==> config.mk <==
export PLATFORM = sky130hd
export DESIGN_NAME = rsz_ratio_calc
export DESIGN_NICKNAME = d
export VERILOG_FILES = /design/src/rtl/rsz_pkg.sv /design/src/rtl/rsz_axis_check.sv /design/src/rtl/rsz_halver.sv /design/src/rtl/rsz_divider.sv /design/src/rtl/rsz_ratio_calc.sv
export SDC_FILE = /design/constraint.sdc
export NUM_CORES = 1
export LEC_CHECK = 0
export ABC_AREA = 1
export CORE_MARGIN = 4
export CORE_UTILIZATION = 40
export DETAILED_ROUTE_END_ITERATION = 8
export PLACE_DENSITY = 0.69
export SYNTH_ARGS = -nofsm -noshare
export SYNTH_HDL_FRONTEND = slang
export SYNTH_HIERARCHICAL = 1
export SYNTH_SLANG_ARGS = --single-unit
==> constraint.sdc <==
create_clock -name clk -period 5.6 [get_ports clk]
set_input_delay 1.12 -clock clk [delete_from_list [all_inputs] [get_ports clk]]
set_output_delay 1.12 -clock clk [all_outputs]
set_load 0.005 [all_outputs]
==> src/rtl/rsz_pkg.sv <==
`timescale 1ns/1ps
package rsz_pkg;

  typedef enum logic [1:0] {
    ST_IDLE = 2'd0,
    ST_PREP = 2'd1,
    ST_DIV  = 2'd2
  } rsz_state_e;

  localparam logic AX_VERT = 1'b0;
  localparam logic AX_HORZ = 1'b1;

endpackage

==> src/rtl/rsz_axis_check.sv <==
`timescale 1ns/1ps
module rsz_axis_check #(
  parameter int IN_W       = 13,
  parameter int OUT_W      = 11,
  parameter int MAX_IN     = 4096,
  parameter int MAX_OUT    = 1024,
  parameter int RATIO_LOG2 = 2
) (
  input  logic [IN_W-1:0]  in_sz,
  input  logic [OUT_W-1:0] out_sz,
  output logic             bad
);
  localparam int CW = ((IN_W > OUT_W + RATIO_LOG2) ? IN_W : (OUT_W + RATIO_LOG2)) + 1;

  logic [CW-1:0] in_x;
  logic [CW-1:0] out_x;
  logic [CW-1:0] out_scaled;
  logic          range_bad;
  logic          ratio_bad;

  assign in_x       = CW'(in_sz);
  assign out_x      = CW'(out_sz);
  assign out_scaled = out_x << RATIO_LOG2;

  // size limits, plus zero source and unit target
  assign range_bad = (in_x > CW'(MAX_IN)) || (out_x > CW'(MAX_OUT)) ||
                     (in_x == '0) || (out_x < CW'(2));
  // reduction steeper than the supported ratio
  assign ratio_bad = out_scaled < in_x;
  assign bad       = range_bad | ratio_bad;

endmodule

==> src/rtl/rsz_halver.sv <==
`timescale 1ns/1ps
module rsz_halver #(
  parameter int IN_W       = 13,
  parameter int OUT_W      = 11,
  parameter int HALF_LIMIT = 1024,
  parameter int MAX_HALV   = 2,
  parameter int DS_W       = 2
) (
  input  logic [IN_W-1:0]  in_sz,
  input  logic [OUT_W-1:0] out_sz,
  output logic [DS_W-1:0]  ds_cnt,
  output logic [IN_W-1:0]  work_sz
);
  localparam int CW = ((IN_W > OUT_W + 1) ? IN_W : (OUT_W + 1)) + 1;

  logic [MAX_HALV:0][IN_W-1:0] w_st;
  logic [MAX_HALV:0][DS_W-1:0] d_st;
  logic [MAX_HALV:0]           live_st;
  logic [CW-1:0]               out_dbl;

  assign out_dbl    = CW'(out_sz) << 1;
  assign w_st[0]    = in_sz;
  assign d_st[0]    = '0;
  assign live_st[0] = 1'b1;

  // one stage per permitted halving; once a stage declines, all later ones do
  for (genvar gi = 0; gi < MAX_HALV; gi++) begin : g_stage
    logic go;
    assign go = live_st[gi] &&
                ((CW'(w_st[gi]) > CW'(HALF_LIMIT)) || (CW'(w_st[gi]) >= out_dbl));
    assign w_st[gi+1]    = go ? (w_st[gi] >> 1) : w_st[gi];
    assign d_st[gi+1]    = d_st[gi] + DS_W'(go);
    assign live_st[gi+1] = go;
  end

  assign ds_cnt  = d_st[MAX_HALV];
  assign work_sz = w_st[MAX_HALV];

endmodule

==> src/rtl/rsz_divider.sv <==
`timescale 1ns/1ps
module rsz_divider #(
  parameter int DVD_W = 26,
  parameter int DSR_W = 11
) (
  input  logic             clk,
  input  logic             rst_n,
  input  logic             load_i,
  input  logic [DVD_W-1:0] dividend_i,
  input  logic [DSR_W-1:0] divisor_i,
  output logic [DVD_W-1:0] quot_o,
  output logic             vld_o
);
  localparam int CNT_W = $clog2(DVD_W + 1);

  logic [DVD_W-1:0] quo_q;
  logic [DSR_W-1:0] rem_q;
  logic [DSR_W-1:0] dsr_q;
  logic [CNT_W-1:0] cnt_q;
  logic             run_q;
  logic             vld_q;

  logic [DSR_W:0]   trial;
  logic [DSR_W:0]   diff;
  logic             fits;
  logic [DSR_W-1:0] rem_nx;

  // restoring step: shift in next dividend bit, subtract when it fits
  always_comb begin
    trial  = {rem_q, quo_q[DVD_W-1]};
    fits   = trial >= {1'b0, dsr_q};
    diff   = trial - {1'b0, dsr_q};
    rem_nx = fits ? diff[DSR_W-1:0] : trial[DSR_W-1:0];
  end

  always_ff @(posedge clk or negedge rst_n) begin
    if (!rst_n) begin
      quo_q <= '0;
      rem_q <= '0;
      dsr_q <= '0;
      cnt_q <= '0;
      run_q <= 1'b0;
      vld_q <= 1'b0;
    end else if (load_i) begin
      quo_q <= dividend_i;
      rem_q <= '0;
      dsr_q <= divisor_i;
      cnt_q <= CNT_W'(DVD_W);
      run_q <= 1'b1;
      vld_q <= 1'b0;
    end else if (run_q) begin
      quo_q <= {quo_q[DVD_W-2:0], fits};
      rem_q <= rem_nx;
      cnt_q <= cnt_q - 1'b1;
      if (cnt_q == CNT_W'(1)) begin
        run_q <= 1'b0;
        vld_q <= 1'b1;
      end
    end else begin
      vld_q <= 1'b0;
    end
  end

  assign quot_o = quo_q;
  assign vld_o  = vld_q;


  rem_lt_div_chk: assert property (@(posedge clk) disable iff (!rst_n)
    vld_q |-> (rem_q < dsr_q));


  step_fit_chk: assert property (@(posedge clk) disable iff (!rst_n)
    (run_q && fits) |-> !diff[DSR_W]);

endmodule

==> src/rtl/rsz_ratio_calc.sv <==
`timescale 1ns/1ps
module rsz_ratio_calc #(
  parameter int IN_W       = 13,
  parameter int OUT_W      = 11,
  parameter int MAX_IN     = 4096,
  parameter int MAX_OUT    = 1024,
  parameter int HALF_LIMIT = 1024,
  parameter int MAX_HALV   = 2,
  parameter int RATIO_LOG2 = 2,
  parameter int FRAC_W     = 13,
  parameter int COEF_W     = 14,
  parameter int DS_W       = 2
) (
  input  logic                            clk,
  input  logic                            rst_n,
  input  logic                            start_i,
  input  logic [IN_W-1:0]                 in_w_i,
  input  logic [IN_W-1:0]                 in_h_i,
  input  logic [OUT_W-1:0]                out_w_i,
  input  logic [OUT_W-1:0]                out_h_i,
  output logic                            busy_o,
  output logic                            done_o,
  output logic                            err_o,
  output logic [2*(DS_W+COEF_W)-1:0]      cfg_o
);
  import rsz_pkg::*;

  localparam int DVD_W  = IN_W + FRAC_W;
  localparam int AXIS_W = DS_W + COEF_W;
  localparam int WORD_W = 2 * AXIS_W;

  // clamp the quotient into the step field
  function automatic logic [COEF_W-1:0] clamp_step(input logic [DVD_W-1:0] q);
    if (|q[DVD_W-1:COEF_W]) return '1;
    return q[COEF_W-1:0];
  endfunction

  // vertical half on top, horizontal half below
  function automatic logic [WORD_W-1:0] pack_cfg(input logic [DS_W-1:0]   dv,
                                                 input logic [COEF_W-1:0] cv,
                                                 input logic [DS_W-1:0]   dh,
                                                 input logic [COEF_W-1:0] ch);
    return {dv, cv, dh, ch};
  endfunction

  rsz_state_e         state_q;
  logic               axis_q;
  logic [IN_W-1:0]    ih_q, iw_q;
  logic [OUT_W-1:0]   oh_q, ow_q;
  logic [DS_W-1:0]    dsv_q;
  logic [COEF_W-1:0]  stv_q;
  logic [WORD_W-1:0]  cfg_q;
  logic               done_q, err_q;

  logic [IN_W-1:0]    cur_in;
  logic [OUT_W-1:0]   cur_out;
  logic               axis_bad;
  logic [DS_W-1:0]    ds_c;
  logic [IN_W-1:0]    work_c;
  logic [DVD_W-1:0]   dividend;
  logic [OUT_W-1:0]   divisor;
  logic [DVD_W-1:0]   quot;
  logic               div_vld;

  // named internal events
  logic ev_accept, ev_fail, ev_load, ev_vdone, ev_finish;

  assign cur_in  = (axis_q == AX_HORZ) ? iw_q : ih_q;
  assign cur_out = (axis_q == AX_HORZ) ? ow_q : oh_q;

  rsz_axis_check #(
    .IN_W(IN_W), .OUT_W(OUT_W), .MAX_IN(MAX_IN), .MAX_OUT(MAX_OUT),
    .RATIO_LOG2(RATIO_LOG2)
  ) i_check (
    .in_sz(cur_in), .out_sz(cur_out), .bad(axis_bad)
  );

  rsz_halver #(
    .IN_W(IN_W), .OUT_W(OUT_W), .HALF_LIMIT(HALF_LIMIT),
    .MAX_HALV(MAX_HALV), .DS_W(DS_W)
  ) i_halver (
    .in_sz(cur_in), .out_sz(cur_out), .ds_cnt(ds_c), .work_sz(work_c)
  );

  // (work - 1) scaled by 2^FRAC_W over (target - 1)
  assign dividend = {work_c - IN_W'(1), FRAC_W'(0)};
  assign divisor  = cur_out - OUT_W'(1);

  assign ev_accept = (state_q == ST_IDLE) && start_i;
  assign ev_fail   = (state_q == ST_PREP) && axis_bad;
  assign ev_load   = (state_q == ST_PREP) && !axis_bad;
  assign ev_vdone  = (state_q == ST_DIV) && div_vld && (axis_q == AX_VERT);
  assign ev_finish = (state_q == ST_DIV) && div_vld && (axis_q == AX_HORZ);

  rsz_divider #(.DVD_W(DVD_W), .DSR_W(OUT_W)) i_div (
    .clk(clk), .rst_n(rst_n), .load_i(ev_load),
    .dividend_i(dividend), .divisor_i(divisor),
    .quot_o(quot), .vld_o(div_vld)
  );

  always_ff @(posedge clk or negedge rst_n) begin
    if (!rst_n) begin
      state_q <= ST_IDLE;
      axis_q  <= AX_VERT;
      ih_q    <= '0;
      iw_q    <= '0;
      oh_q    <= '0;
      ow_q    <= '0;
      dsv_q   <= '0;
      stv_q   <= '0;
      cfg_q   <= '0;
      done_q  <= 1'b0;
      err_q   <= 1'b0;
    end else begin
      done_q <= 1'b0;
      err_q  <= 1'b0;
      if (ev_accept) begin
        // sizes captured once, at the start edge
        ih_q    <= in_h_i;
        iw_q    <= in_w_i;
        oh_q    <= out_h_i;
        ow_q    <= out_w_i;
        axis_q  <= AX_VERT;
        state_q <= ST_PREP;
      end
      if (ev_fail) begin
        // abort with the held word untouched
        done_q  <= 1'b1;
        err_q   <= 1'b1;
        state_q <= ST_IDLE;
      end
      if (ev_load) state_q <= ST_DIV;
      if (ev_vdone) begin
        dsv_q   <= ds_c;
        stv_q   <= clamp_step(quot);
        axis_q  <= AX_HORZ;
        state_q <= ST_PREP;
      end
      if (ev_finish) begin
        cfg_q   <= pack_cfg(dsv_q, stv_q, ds_c, clamp_step(quot));
        done_q  <= 1'b1;
        state_q <= ST_IDLE;
      end
    end
  end

  assign busy_o = (state_q != ST_IDLE);
  assign done_o = done_q;
  assign err_o  = err_q;
  assign cfg_o  = cfg_q;


  done_pulse_chk: assert property (@(posedge clk) disable iff (!rst_n)
    done_o |=> !done_o);


  err_with_done_chk: assert property (@(posedge clk) disable iff (!rst_n)
    err_o |-> done_o);


  cfg_hold_chk: assert property (@(posedge clk) disable iff (!rst_n)
    (cfg_o != $past(cfg_o)) |-> (done_o && !err_o));


  start_ignored_chk: assert property (@(posedge clk) disable iff (!rst_n)
    (busy_o && start_i && !ev_fail && !ev_finish) |=> busy_o);


  halv_count_chk: assert property (@(posedge clk) disable iff (!rst_n)
    (ev_vdone || ev_finish) |-> (ds_c <= DS_W'(MAX_HALV)));

endmodule

==> summary.md, run 1 <==
| Metric | Value |
|---|---|
| Area grow syn2layout | `17.8%` |
| DRC | `0` |
| Fin crit share | `90.5%` |
| Overall die area | `roughly 26,000 um2` |
| Cell variety after synth | `45` |
| Post-CTS Resized | `0` |
| DP HPWL | `16.2 mm` |
| Element type at the critical path start | `flop` |
| Slowest CP cell | `dfrtp_1` |
| ANT nets after route | `0` |
| Hold Path Depth | `2` |
| Worst hold-check path type | `flop to flop` |
| Status | `complete, no violations` |
| Met2 routed WL | `10.2 mm` |
| Slew Limit Fails | `0` |
| Ys async rst share | `100%` |
| Total track usage | `17.1%` |
| Crit path DAT | `5340 ps` |
| Synth top area cells | `dfrtp_1, nand2_1, ha_1` |
| Via density | `4.74` |
| Netlist Area Pre-Place | `9510 um2` |
| Slew headroom | `around 31%` |
| Measured slew at the worst slew-check pin | `between 1000 and 1500 ps` |
| Routed vias | `between 8,000 and 9,000` |
| Initial antenna violation count | `0` |
| Global-route wire length before repair | `37.2 mm` |
| Most frequent CP cell | `nand2_1` |
| Root buffer cell | `clkbuf_16` |
| CTS Buf Count | `17` |
| FF-to-FF path depth | `33` |
| Grt ovf | `0` |
| M1 wire length | `10.3 mm` |
| Vias in the first global route | `around 8,000` |
| Final #Nets | `1,491` |
| Largest net degree at the start of global routing | `110` |
| Cells after synthesis | `around 1,300` |
| Max Root-Sink Buffers | `2` |
| Highest net fanout along the worst path | `27` |
| Number of synthesized flops with an enable pin | `0` |
| TritonCTS Sinks | `156` |
| TNS Setup | `0 ps` |
| CP endpoint kind | `flop` |
| Post-CTS Setup Inserts | `0` |
| Layout cells sized above 1 | `between 6 and 7%` |
| CTS tree | `done` |
| FP Rows | `56` |
| Detailed-route wire length per cell | `12.6 um` |
| Die Ht | `162 um` |
| Met3 Wirelength | `816 um` |
| WS Path Type | `flop to flop` |
| Max layer used | `met4` |
| Hold_buf cts | `0` |
| Post-synth top area share | `41.1%` |
| Reg clk slew, reported paths | `about 70 ps` |
| Max-cap violations | `0` |
| # H-tree levels | `4` |
| Largest area contributor in the netlist | `dfrtp_1` |
| Syn avg cell area | `7.27 um2` |
| Post-layout min period | `between 5000 and 6000 ps` |
| Worst path depth | `33` |
| Max Clk Rate | `approximately 200 MHz` |
| Initial DRC count | `roughly 490` |
| I/O Pins | `86` |
| Register bit total from synthesis | `156` |
| CP bufs+invs | `6` |
| Die width | `approximately 160 um` |
| WP data required | `slightly below 6000 ps` |
| Largest stage delay, worst path | `460 ps` |
| Top delay family on crit path | `simple AND/OR/NAND/NOR gates` |
| Antenna Cells | `0` |
| Post-Route WL | `21.8 mm` |
| DR pass1 iterations | `5` |
| IO buf count | `85` |
| Final Skew | `approximately 14 ps` |
| Hold Fails Final Rpt | `0` |
| Final setup vio count | `0` |
| Yosys warning total | `6` |
| Main synth FF type | `dfrtp_1` |
| Sequential cell area fraction in the yosys report | `41.1%` |
| Core area | `23,400 um2` |
| Later-pin clock latency in the skew report | `430 ps` |
| Initial Utilization | `40.6%` |
| Final RePlAce weighted congestion | `between 0.9 and 1` |
-- Yosys cell counts (9+ instances only) --
cell / instances
buf_2: 15
a21oi_1: 18
nand2_1: 558
dfrtp_1: 156
nor2_1: 70
xor2_1: 9
o21ai_0: 41
nand2_2: 14
nand4_1: 13
nand3b_1: 24
clkbuf_1: 10
buf_4: 10
nand3_1: 61
buf_6: 9
inv_1: 160
inv_2: 10
o221ai_1: 19
ha_1: 48
-- state kept, by name, summed over array words and instances (netlist names) --
| signal | cells |
|---|---|
| axis_q | 1 |
| cfg_o | 32 |
| done_o | 1 |
| dsv_q | 2 |
| err_o | 1 |
| i_div/cnt_q | 5 |
| i_div/dsr_q | 11 |
| i_div/quot_o | 26 |
| i_div/rem_q | 11 |
| i_div/run_q | 1 |
| i_div/vld_o | 1 |
| ih_q | 13 |
| iw_q | 13 |
| oh_q | 11 |
| ow_q | 11 |
| state_q | 2 |
| stv_q | 14 |
-- layout make-up --
cell class              instances  area, um2
clock inverters                15        170
flip-flops and latches        156       3900
multi-input cells             949       4720
clock buffers                  17        425
well taps                     319        399
fillers                      2402      12200
repair buffers                 96        938
inverters                     171        649
-- worst paths after layout --
kind	startpoint	to	slack, ps
setup / recovery	axis_q	i_div/quot_o[25]	530
hold / removal	cfg_o[20]	cfg_o[20]	470
setup reg to reg	axis_q	i_div/quot_o[25]	530
hold reg to reg	cfg_o[20]	cfg_o[20]	470
max in group asynchronous	rst_n	oh_q[0]	3660
min in group asynchronous	rst_n	i_div/rem_q[1]	740
-- worst register-to-register path: cells and delay by family (launching register included) --
| kind | cells | cell delay (ps) |
|---|---|---|
| compound gates | 5 | 720 |
| xor+xnor | 1 | 60 |
| fa+ha+maj | 3 | 800 |
| buf+inv | 6 | 810 |
| flops | 1 | 460 |
| simple gates | 18 | 2100 |
-- metal layers --
metal,up-vias,GRT usage (%)
met3,38,3.20
met2,174,29.0
met4,0,5.88
met5,-,0
li1,4231,-
met1,3720,21.9
-- metrics by stage --
stage	hold slack, ps	instance area, um2	util (%)	worst slack, ps	std cells
floorplan	434	9560	-	1160	1321
global placement	452	10600	45.3	488	1690
detailed placement	457	10600	45.3	364	1690
CTS	475	11200	47.8	347	1722
global route	489	11200	47.9	-0.670	1723
finish	470	11200	47.9	532	1723
-- placed cells by master, fill, tap and decap left out, drive strengths merged --
| cell | netlist | layout |
|---|---|---|
| clkbuf | 10 | 17 |
| nand4 | 14 | 14 |
| clkdlybuf4s50 | 0 | 84 |
| o211ai | 5 | 5 |
| clkinv | 0 | 8 |
| ha | 48 | 48 |
| fa | 1 | 1 |
| nand3 | 65 | 66 |
| nand2 | 572 | 572 |
| nor4 | 2 | 2 |
| dfrtp | 156 | 156 |
| buf | 36 | 12 |
| nor3 | 4 | 4 |
| nor3b | 1 | 1 |
| a21oi | 20 | 20 |
| conb | 2 | 15 |
| nand3b | 24 | 24 |
| xor2 | 9 | 9 |
| nor2 | 82 | 82 |
| or2 | 2 | 2 |
| a21boi | 1 | 1 |
| o21a | 1 | 1 |
| a21o | 2 | 2 |
| o221ai | 19 | 19 |
| o21ai | 50 | 50 |
| a22oi | 1 | 1 |
| xnor2 | 8 | 8 |
| o21bai | 1 | 1 |
| and2 | 1 | 1 |
| inv | 171 | 178 |
-- logic make-up (layout without fill, tap and decap cells) --
logic type,count (synthesis),after routing,synth area share (%)
flip-flops,156,156,41.1
buffers and inverters,217,299,10.1
AND/OR/NAND/NOR,767,768,34.1
adder cells (fa/ha/maj),49,49,6.53
other,2,15,0.0790
XOR/XNOR,17,17,1.57
AO/OA/AOI/OAI,100,100,6.66
Power of run 1 is left out: the tool's default activity adds up to more than one toggle a clock period on the data nets, which glitch-free logic cannot reach.
==> inputs of run 2 (changes only) <==
--- a/config.mk
+++ b/config.mk
@@ -9,7 +9,8 @@
 export CORE_MARGIN = 4
 export CORE_UTILIZATION = 40
 export DETAILED_ROUTE_END_ITERATION = 8
-export PLACE_DENSITY = 0.69
+export HOLD_SLACK_MARGIN = 0.12
+export PLACE_DENSITY_LB_ADDON = 0.2
 export SYNTH_ARGS = -nofsm -noshare
 export SYNTH_HDL_FRONTEND = slang
 export SYNTH_HIERARCHICAL = 1
==> summary.md, run 2 (synthesis gave the netlist of run 1 again) <==
| Metric | Value |
|---|---|
| WS Path Type | `flop to flop` |
| TritonCTS Sinks | `156 (unchanged)` |
| Final setup vio count | `0 (unchanged)` |
| Fin area | `11,300 um2 (+0.67%)` |
| Layout cells sized above 1 | `7.51% (+0.53 points)` |
| Max Clk Rate | `197 MHz (-0.15%)` |
| Measured slew at the worst slew-check pin | `902 ps (-132 ps)` |
| Slew headroom | `39.6% (+8.6 points)` |
| Leakage | `5.93 nW` |
| Post-CTS Setup Inserts | `0 (unchanged)` |
| Total track usage | `17.4% (+0.35 points)` |
| Fin crit share | `90.6% (+0.14 points)` |
| Vias in the first global route | `7,669 (-4.7%)` |
| Routed vias | `8,110 (-0.65%)` |
| TNS Setup | `0 ps (unchanged)` |
| Element type at the critical path start | `flop` |
| RSZ-0062 raised after global routing | `no` |
| I/O Pins | `86 (unchanged)` |
| Commonest cells after routing, fill and taps aside | `nand2_1, inv_1, dfrtp_1` |
| Worst hold-check path type | `flop to flop` |
| Initial antenna violation count | `0 (unchanged)` |
| Die Ht | `162 um (unchanged)` |
| Most frequent CP cell | `nand2_1` |
| Cell Area, Placed | `10,700 um2 (+0.57%)` |
| PwrDens | `around 700 nW/um2` |
| Slew Limit Fails | `0 (unchanged)` |
| Largest stage delay, worst path | `480 ps (+20 ps)` |
| Initial DRC count | `534 (+9.2%)` |
| Final Power | `7.94 mW` |
| Later-pin clock latency in the skew report | `440 ps (about the same)` |
| Max Root-Sink Buffers | `2 (unchanged)` |
| CP bufs+invs | `6 (unchanged)` |
| DRC | `0 (unchanged)` |
| Detailed-route wire length per cell | `12.6 um (about the same)` |
| FP Rows | `56 (unchanged)` |
| Status | `complete, no violations` |
| Post-CTS Resized | `0 (unchanged)` |
| IO buf count | `85 (unchanged)` |
| Max reg flops | `32 (unchanged)` |
| Final #Nets | `1,499 (+0.54%)` |
| Root buffer cell | `clkbuf_16` |
| Final RePlAce weighted congestion | `0.943 (+3.9%)` |
| Crit path DAT | `5360 ps (+20 ps)` |
| ANT nets after route | `0 (unchanged)` |
| Initial Utilization | `40.6% (unchanged)` |
| Core area | `23,400 um2 (unchanged)` |
| # H-tree levels | `4 (unchanged)` |
| Most common cell after layout, fill and taps aside | `nand2_1` |
| Post-Route WL | `21.9 mm (+0.45%)` |
| Fin cells | `1,731 (+0.46%)` |
| Area grow syn2layout | `18.6%` |
| Die width | `162 um (unchanged)` |
| CTS Buf Count | `17 (unchanged)` |
| Final Skew | `14.0 ps (-0.148 ps)` |
| CP endpoint kind | `flop` |
| Largest net degree at the start of global routing | `64 (-42%)` |
| Slowest CP cell | `dfrtp_1` |
| Worst IR Drop VDD | `approximately 0.27 mV` |
| Post-layout min period | `5080 ps (+7.80 ps)` |
| Highest net fanout along the worst path | `16 (-41%)` |
| Antenna Cells | `0 (unchanged)` |
| WP data required | `5880 ps (about the same)` |
| Grt ovf | `0 (unchanged)` |
| Max-cap violations | `0 (unchanged)` |
| Global-route wire length before repair | `37.7 mm (+1.3%)` |
| DR pass1 iterations | `5 (unchanged)` |
| Top delay family on crit path | `simple AND/OR/NAND/NOR gates` |
| DP HPWL | `16.4 mm (+1.3%)` |
| Via density | `4.69 (-1.1%)` |
| Reg clk slew, reported paths | `70 ps (about the same)` |
| Hold Fails Final Rpt | `0 (unchanged)` |
| CTS tree | `done` |
| Placed cell count | `1,698 (+0.47%)` |
| Overall die area | `26,300 um2 (unchanged)` |
| Hold_buf cts | `0 (unchanged)` |
| Worst hold slack | `472 ps (+1.22 ps)` |
[run 2: report_power, final]
part	internal, mW	leakage [nW]	switching, mW
Combinational	1.77	3.62	3.20
Clock	0.611	0.299	0.569
Sequential	1.56	2.01	0.228
Total	3.94	5.93	3.99
[run 2: cell type report]
class,count,area (um2)
fillers,2442,12100
repair buffers,104,995
well taps,319,399
flip-flops and latches,156,3900
clock buffers,17,425
multi-input cells,949,4720
inverters,171,649
clock inverters,15,189
[run 2: routing by layer]
layer	share of wire [%]	track usage, %	up-vias
met1	48	23.7	3711
met4	1.0	3.88	0
met5	0	0	-
met2	48	29.2	135
li1	-	-	4245
met3	3.6	3.17	19
[run 2: worst paths after layout]
path / to / depth (start not counted) / start / slack [ps]
worst min register to register: cfg_o[30] / 2 / cfg_o[30] / 470
max in group asynchronous: cfg_o[25] / 2 / rst_n / 3900
worst max register to register: i_div/quot_o[25] / 33 / axis_q / 520
min in group asynchronous: i_div/rem_q[4] / 1 / rst_n / 640
worst max-delay path: i_div/quot_o[25] / 33 / axis_q / 520
worst min-delay path: cfg_o[30] / 2 / cfg_o[30] / 470
[run 2: through the flow]
step           worst slack (ps)  util, %
6_report                    524     48.2
3_5_place_dp                437     45.5
3_3_place_gp                605     45.5
5_1_grt                    37.7     48.2
4_1_cts                     408     48.1
2_1_floorplan              1160        -
[run 2: worst register-to-register path, delay by kind of cell (launching register included)]
kind	cells	cell delay [ps]
AOI/OAI and AO/OA	5	670
xor gates and xnor gates	1	60
adders and majority gates	3	760
buffers and inverters	6	790
DFF	1	480
and+or+nand+nor	18	2170
(Power assumes the default switching activity.)
==> inputs of run 3 (changes only) <==
--- a/config.mk
+++ b/config.mk
@@ -13,5 +13,4 @@
 export PLACE_DENSITY_LB_ADDON = 0.2
 export SYNTH_ARGS = -nofsm -noshare
 export SYNTH_HDL_FRONTEND = slang
-export SYNTH_HIERARCHICAL = 1
 export SYNTH_SLANG_ARGS = --single-unit
==> summary.md, run 3 <==
| Metric | Value |
|---|---|
| Clock network power share | `16.9% (+2.0 points)` |
| Synth top cells by count | `nand2_1, dfrtp_1, inv_1` |
| Initial antenna violation count | `0 (unchanged)` |
| IO buf count | `85 (unchanged)` |
| Dpl ws | `390 ps (-46.4 ps)` |
| Fin area | `10,400 um2 (-7.4%)` |
| Sequential share of power | `24.2% (+1.7 points)` |
| Slowest CP cell | `o21ai_2` |
| Final #Nets | `1,296 (-14%)` |
| Via density | `4.87 (+4.0%)` |
| Sw frac | `48.1% (-2.2 points)` |
| Initial DRC count | `402 (-25%)` |
| I/O Pins | `86 (unchanged)` |
| Hold_buf cts | `0 (unchanged)` |
| DP HPWL | `15.4 mm (-6.1%)` |
| Mapped Nets | `1,212` |
| Global-route wire length before repair | `36.1 mm (-4.4%)` |
| Leakage | `5.19 nW (-13%)` |
| Cells after synthesis | `1,112 (-15%)` |
| Main synth FF type | `dfrtp_1` |
| Reg clk slew, reported paths | `70 ps (about the same)` |
| Later-pin clock latency in the skew report | `430 ps (about the same)` |
| Detailed-route wire length per cell | `14.4 um (+14%)` |
| Final Power | `7.10 mW (-11%)` |
| Final setup vio count | `0 (unchanged)` |
| Most common cell after layout, fill and taps aside | `nand2_1` |
| Fraction of the mapped netlist area in adder cells | `7.13% (+0.60 points)` |
| Most frequent CP cell | `nand2_1` |
| CTS tree | `done` |
| Fin cells | `1,484 (-14%)` |
| Worst IR Drop VDD | `0.255 mV (-7.2%)` |
| Largest stage delay, worst path | `430 ps (-50 ps)` |
| CTS Buf Count | `17 (unchanged)` |
| Largest area contributor in the netlist | `dfrtp_1` |
| WP data required | `5910 ps (+30 ps)` |
| Layout cells sized above 1 | `9.18% (+1.7 points)` |
| WS Path Type | `flop to flop` |
| Compound-Gate Fraction of Synth Area | `11.5% (+4.9 points)` |
| Slew Limit Fails | `0 (unchanged)` |
| Hold Path Depth | `2 (unchanged)` |
| TritonCTS Sinks | `156 (unchanged)` |
| Final WS setup | `529 ps (+5.56 ps)` |
| Syn avg cell area | `7.83 um2 (+7.7%)` |
| NetSw | `3.42 mW (-14%)` |
| Post-synthesis mux area share | `0% (unchanged)` |
| Met2 routed WL | `9.75 mm (-6.3%)` |
| Worst hold-check path type | `flop to flop` |
| Antenna Cells | `0 (unchanged)` |
| Post-Route WL | `21.4 mm (-2.3%)` |
| Hold Fails Final Rpt | `0 (unchanged)` |
| Vias in the first global route | `7,069 (-7.8%)` |
| Slew headroom | `23.5% (-16 points)` |
| PwrDens | `680 nW/um2 (-3.4%)` |
| Post-CTS Setup Inserts | `0 (unchanged)` |
| Max Clk Rate | `197 MHz (+0.11%)` |
| # H-tree levels | `4 (unchanged)` |
| Final Skew | `21.8 ps (+7.87 ps)` |
| Max-cap violations | `0 (unchanged)` |
| Commonest cells after routing, fill and taps aside | `nand2_1, dfrtp_1, inv_1` |
| Root buffer cell | `clkbuf_16` |
| Netlist Area Pre-Place | `8700 um2 (-8.5%)` |
| Die width | `156 um (-4.1%)` |
| Max layer used | `met4` |
| Combinational Power Share | `59.0% (-3.6 points)` |
| CP endpoint kind | `flop` |
| Area of the multi-input gates | `4020 um2 (-15%)` |
| Overall die area | `24,200 um2 (-8.1%)` |
| DRC | `0 (unchanged)` |
| Core area | `21,200 um2 (-9.3%)` |
| Max reg flops | `32 (unchanged)` |
| Routed vias | `7,228 (-11%)` |
| Sequential cell area fraction in the yosys report | `44.8% (+3.8 points)` |
| Total track usage | `18.4% (+0.99 points)` |
| Max Root-Sink Buffers | `2 (unchanged)` |
| Main combinational cell family by area after synthesis | `simple AND/OR/NAND/NOR gates` |
| M1 wire length | `10.6 mm (+1.7%)` |
| Final RePlAce weighted congestion | `0.918 (-2.6%)` |
| FF-to-FF path depth | `33 (unchanged)` |
| Worst hold slack | `479 ps (+7.26 ps)` |
| Simple-gate share of the synthesized area | `25.5% (-8.6 points)` |
| Post-layout min period | `5070 ps (-5.56 ps)` |
| RSZ-0062 raised after global routing | `no` |
| Measured slew at the worst slew-check pin | `1140 ps (+241 ps)` |
| Pint | `3.68 mW (-6.6%)` |
| Largest net degree at the start of global routing | `70 (+9.4%)` |
| Area grow syn2layout | `20.0%` |
| Crit path DAT | `5380 ps (+20 ps)` |
| ANT nets after route | `0 (unchanged)` |
| Met3 Wirelength | `675 um (-13%)` |
| Cell Area, Placed | `9840 um2 (-7.6%)` |
| DR pass1 iterations | `5 (unchanged)` |
| Grt ovf | `0 (unchanged)` |
| Synth top area cells | `dfrtp_1, nand2_1, ha_1` |
| Status | `complete, no violations` |
| Post-CTS Resized | `0 (unchanged)` |
| Cell variety after synth | `48 (+6.7%)` |
| TNS Setup | `0 ps (unchanged)` |
| FP Rows | `53 (-5.4%)` |
| Element type at the critical path start | `flop` |
| Xor/xnor share of the synthesized area | `1.91% (+0.35 points)` |
| Ys async rst share | `100% (unchanged)` |
| Final Util | `49.2% (+1.0 points)` |
| Number of synthesized flops with an enable pin | `0 (unchanged)` |
| Placed cell count | `1,452 (-14%)` |
| Filler cell count | `2,102 (-14%)` |
| Fin crit share | `90.5% (-0.099 points)` |
| Register bit total from synthesis | `156 (unchanged)` |
| Most common cell in the netlist | `nand2_1` |
| Flip-flop and latch area | `3900 um2 (unchanged)` |
| Post-synth top area share | `44.8% (+3.8 points)` |
| Die Ht | `156 um (-4.1%)` |
| Initial Utilization | `41.0% (+0.39 points)` |
| Highest net fanout along the worst path | `31 (+15)` |
| Yosys warning total | `0 (-6)` |
==> run 3: cell types whose count changed after synthesis, moves of 14 or more <==
cell      previous run  this run
nor2_1              70        44
clkbuf_1            10        24
o21ai_0             41       100
nand3_1             61        42
nand3b_1            24         1
inv_1              160       140
nand2_1            558       365
o221ai_1            19         3
o22ai_1              0        22
==> run 3: worst max-delay path, delay by kind of cell, from the launching register on <==
kind / cells / cell delay (ps)
compound gates: 3 / 570
buf+inv: 5 / 690
fa+ha+maj: 3 / 820
flops: 1 / 410
simple gates: 22 / 2430
==> run 3: power groups by stage <==
stage               clock [mW]  combinational (mW)  sequential [mW]
floorplan                    0                3.18             1.68
global placement             0                4.12             1.73
detailed placement           0                4.16             1.73
CTS                       1.23                4.18             1.72
global route              1.28                4.80             1.76
finish                    1.20                4.19             1.72
==> run 3: cell type report <==
type,count,share of cell area (%)
clock inverters,14,1.66
repair buffers,107,9.74
inverters,149,5.38
flip-flops and latches,156,37.4
clock buffers,18,4.11
multi-input cells,765,38.5
well taps,275,3.29
==> run 3: cell families (layout without fill, tap and decap cells) <==
logic type,count (synthesis),count (layout)
buf+inv,191,288
fa+ha+maj,49,49
flops,156,156
simple gates,519,519
compound gates,178,178
xor+xnor,19,19
==> run 3: routing by layer <==
| layer | vias up | global-route usage (%) |
|---|---|---|
| met1 | 3386 | 26.4 |
| met4 | 0 | 6.04 |
| met3 | 23 | 3.14 |
| li1 | 3699 | - |
| met5 | - | 0 |
| met2 | 120 | 28.5 |
==> run 3: path summary, 6_finish.rpt <==
check	slack, ps	startpoint	to
setup / recovery	530	axis_q	i_div.quot_o[19]
max in group asynchronous	3890	rst_n	i_div.dsr_q[3]
min in group asynchronous	670	rst_n	cfg_o[18]
hold reg to reg	480	cfg_o[5]	cfg_o[5]
hold / removal	480	cfg_o[5]	cfg_o[5]
setup reg to reg	530	axis_q	i_div.quot_o[19]
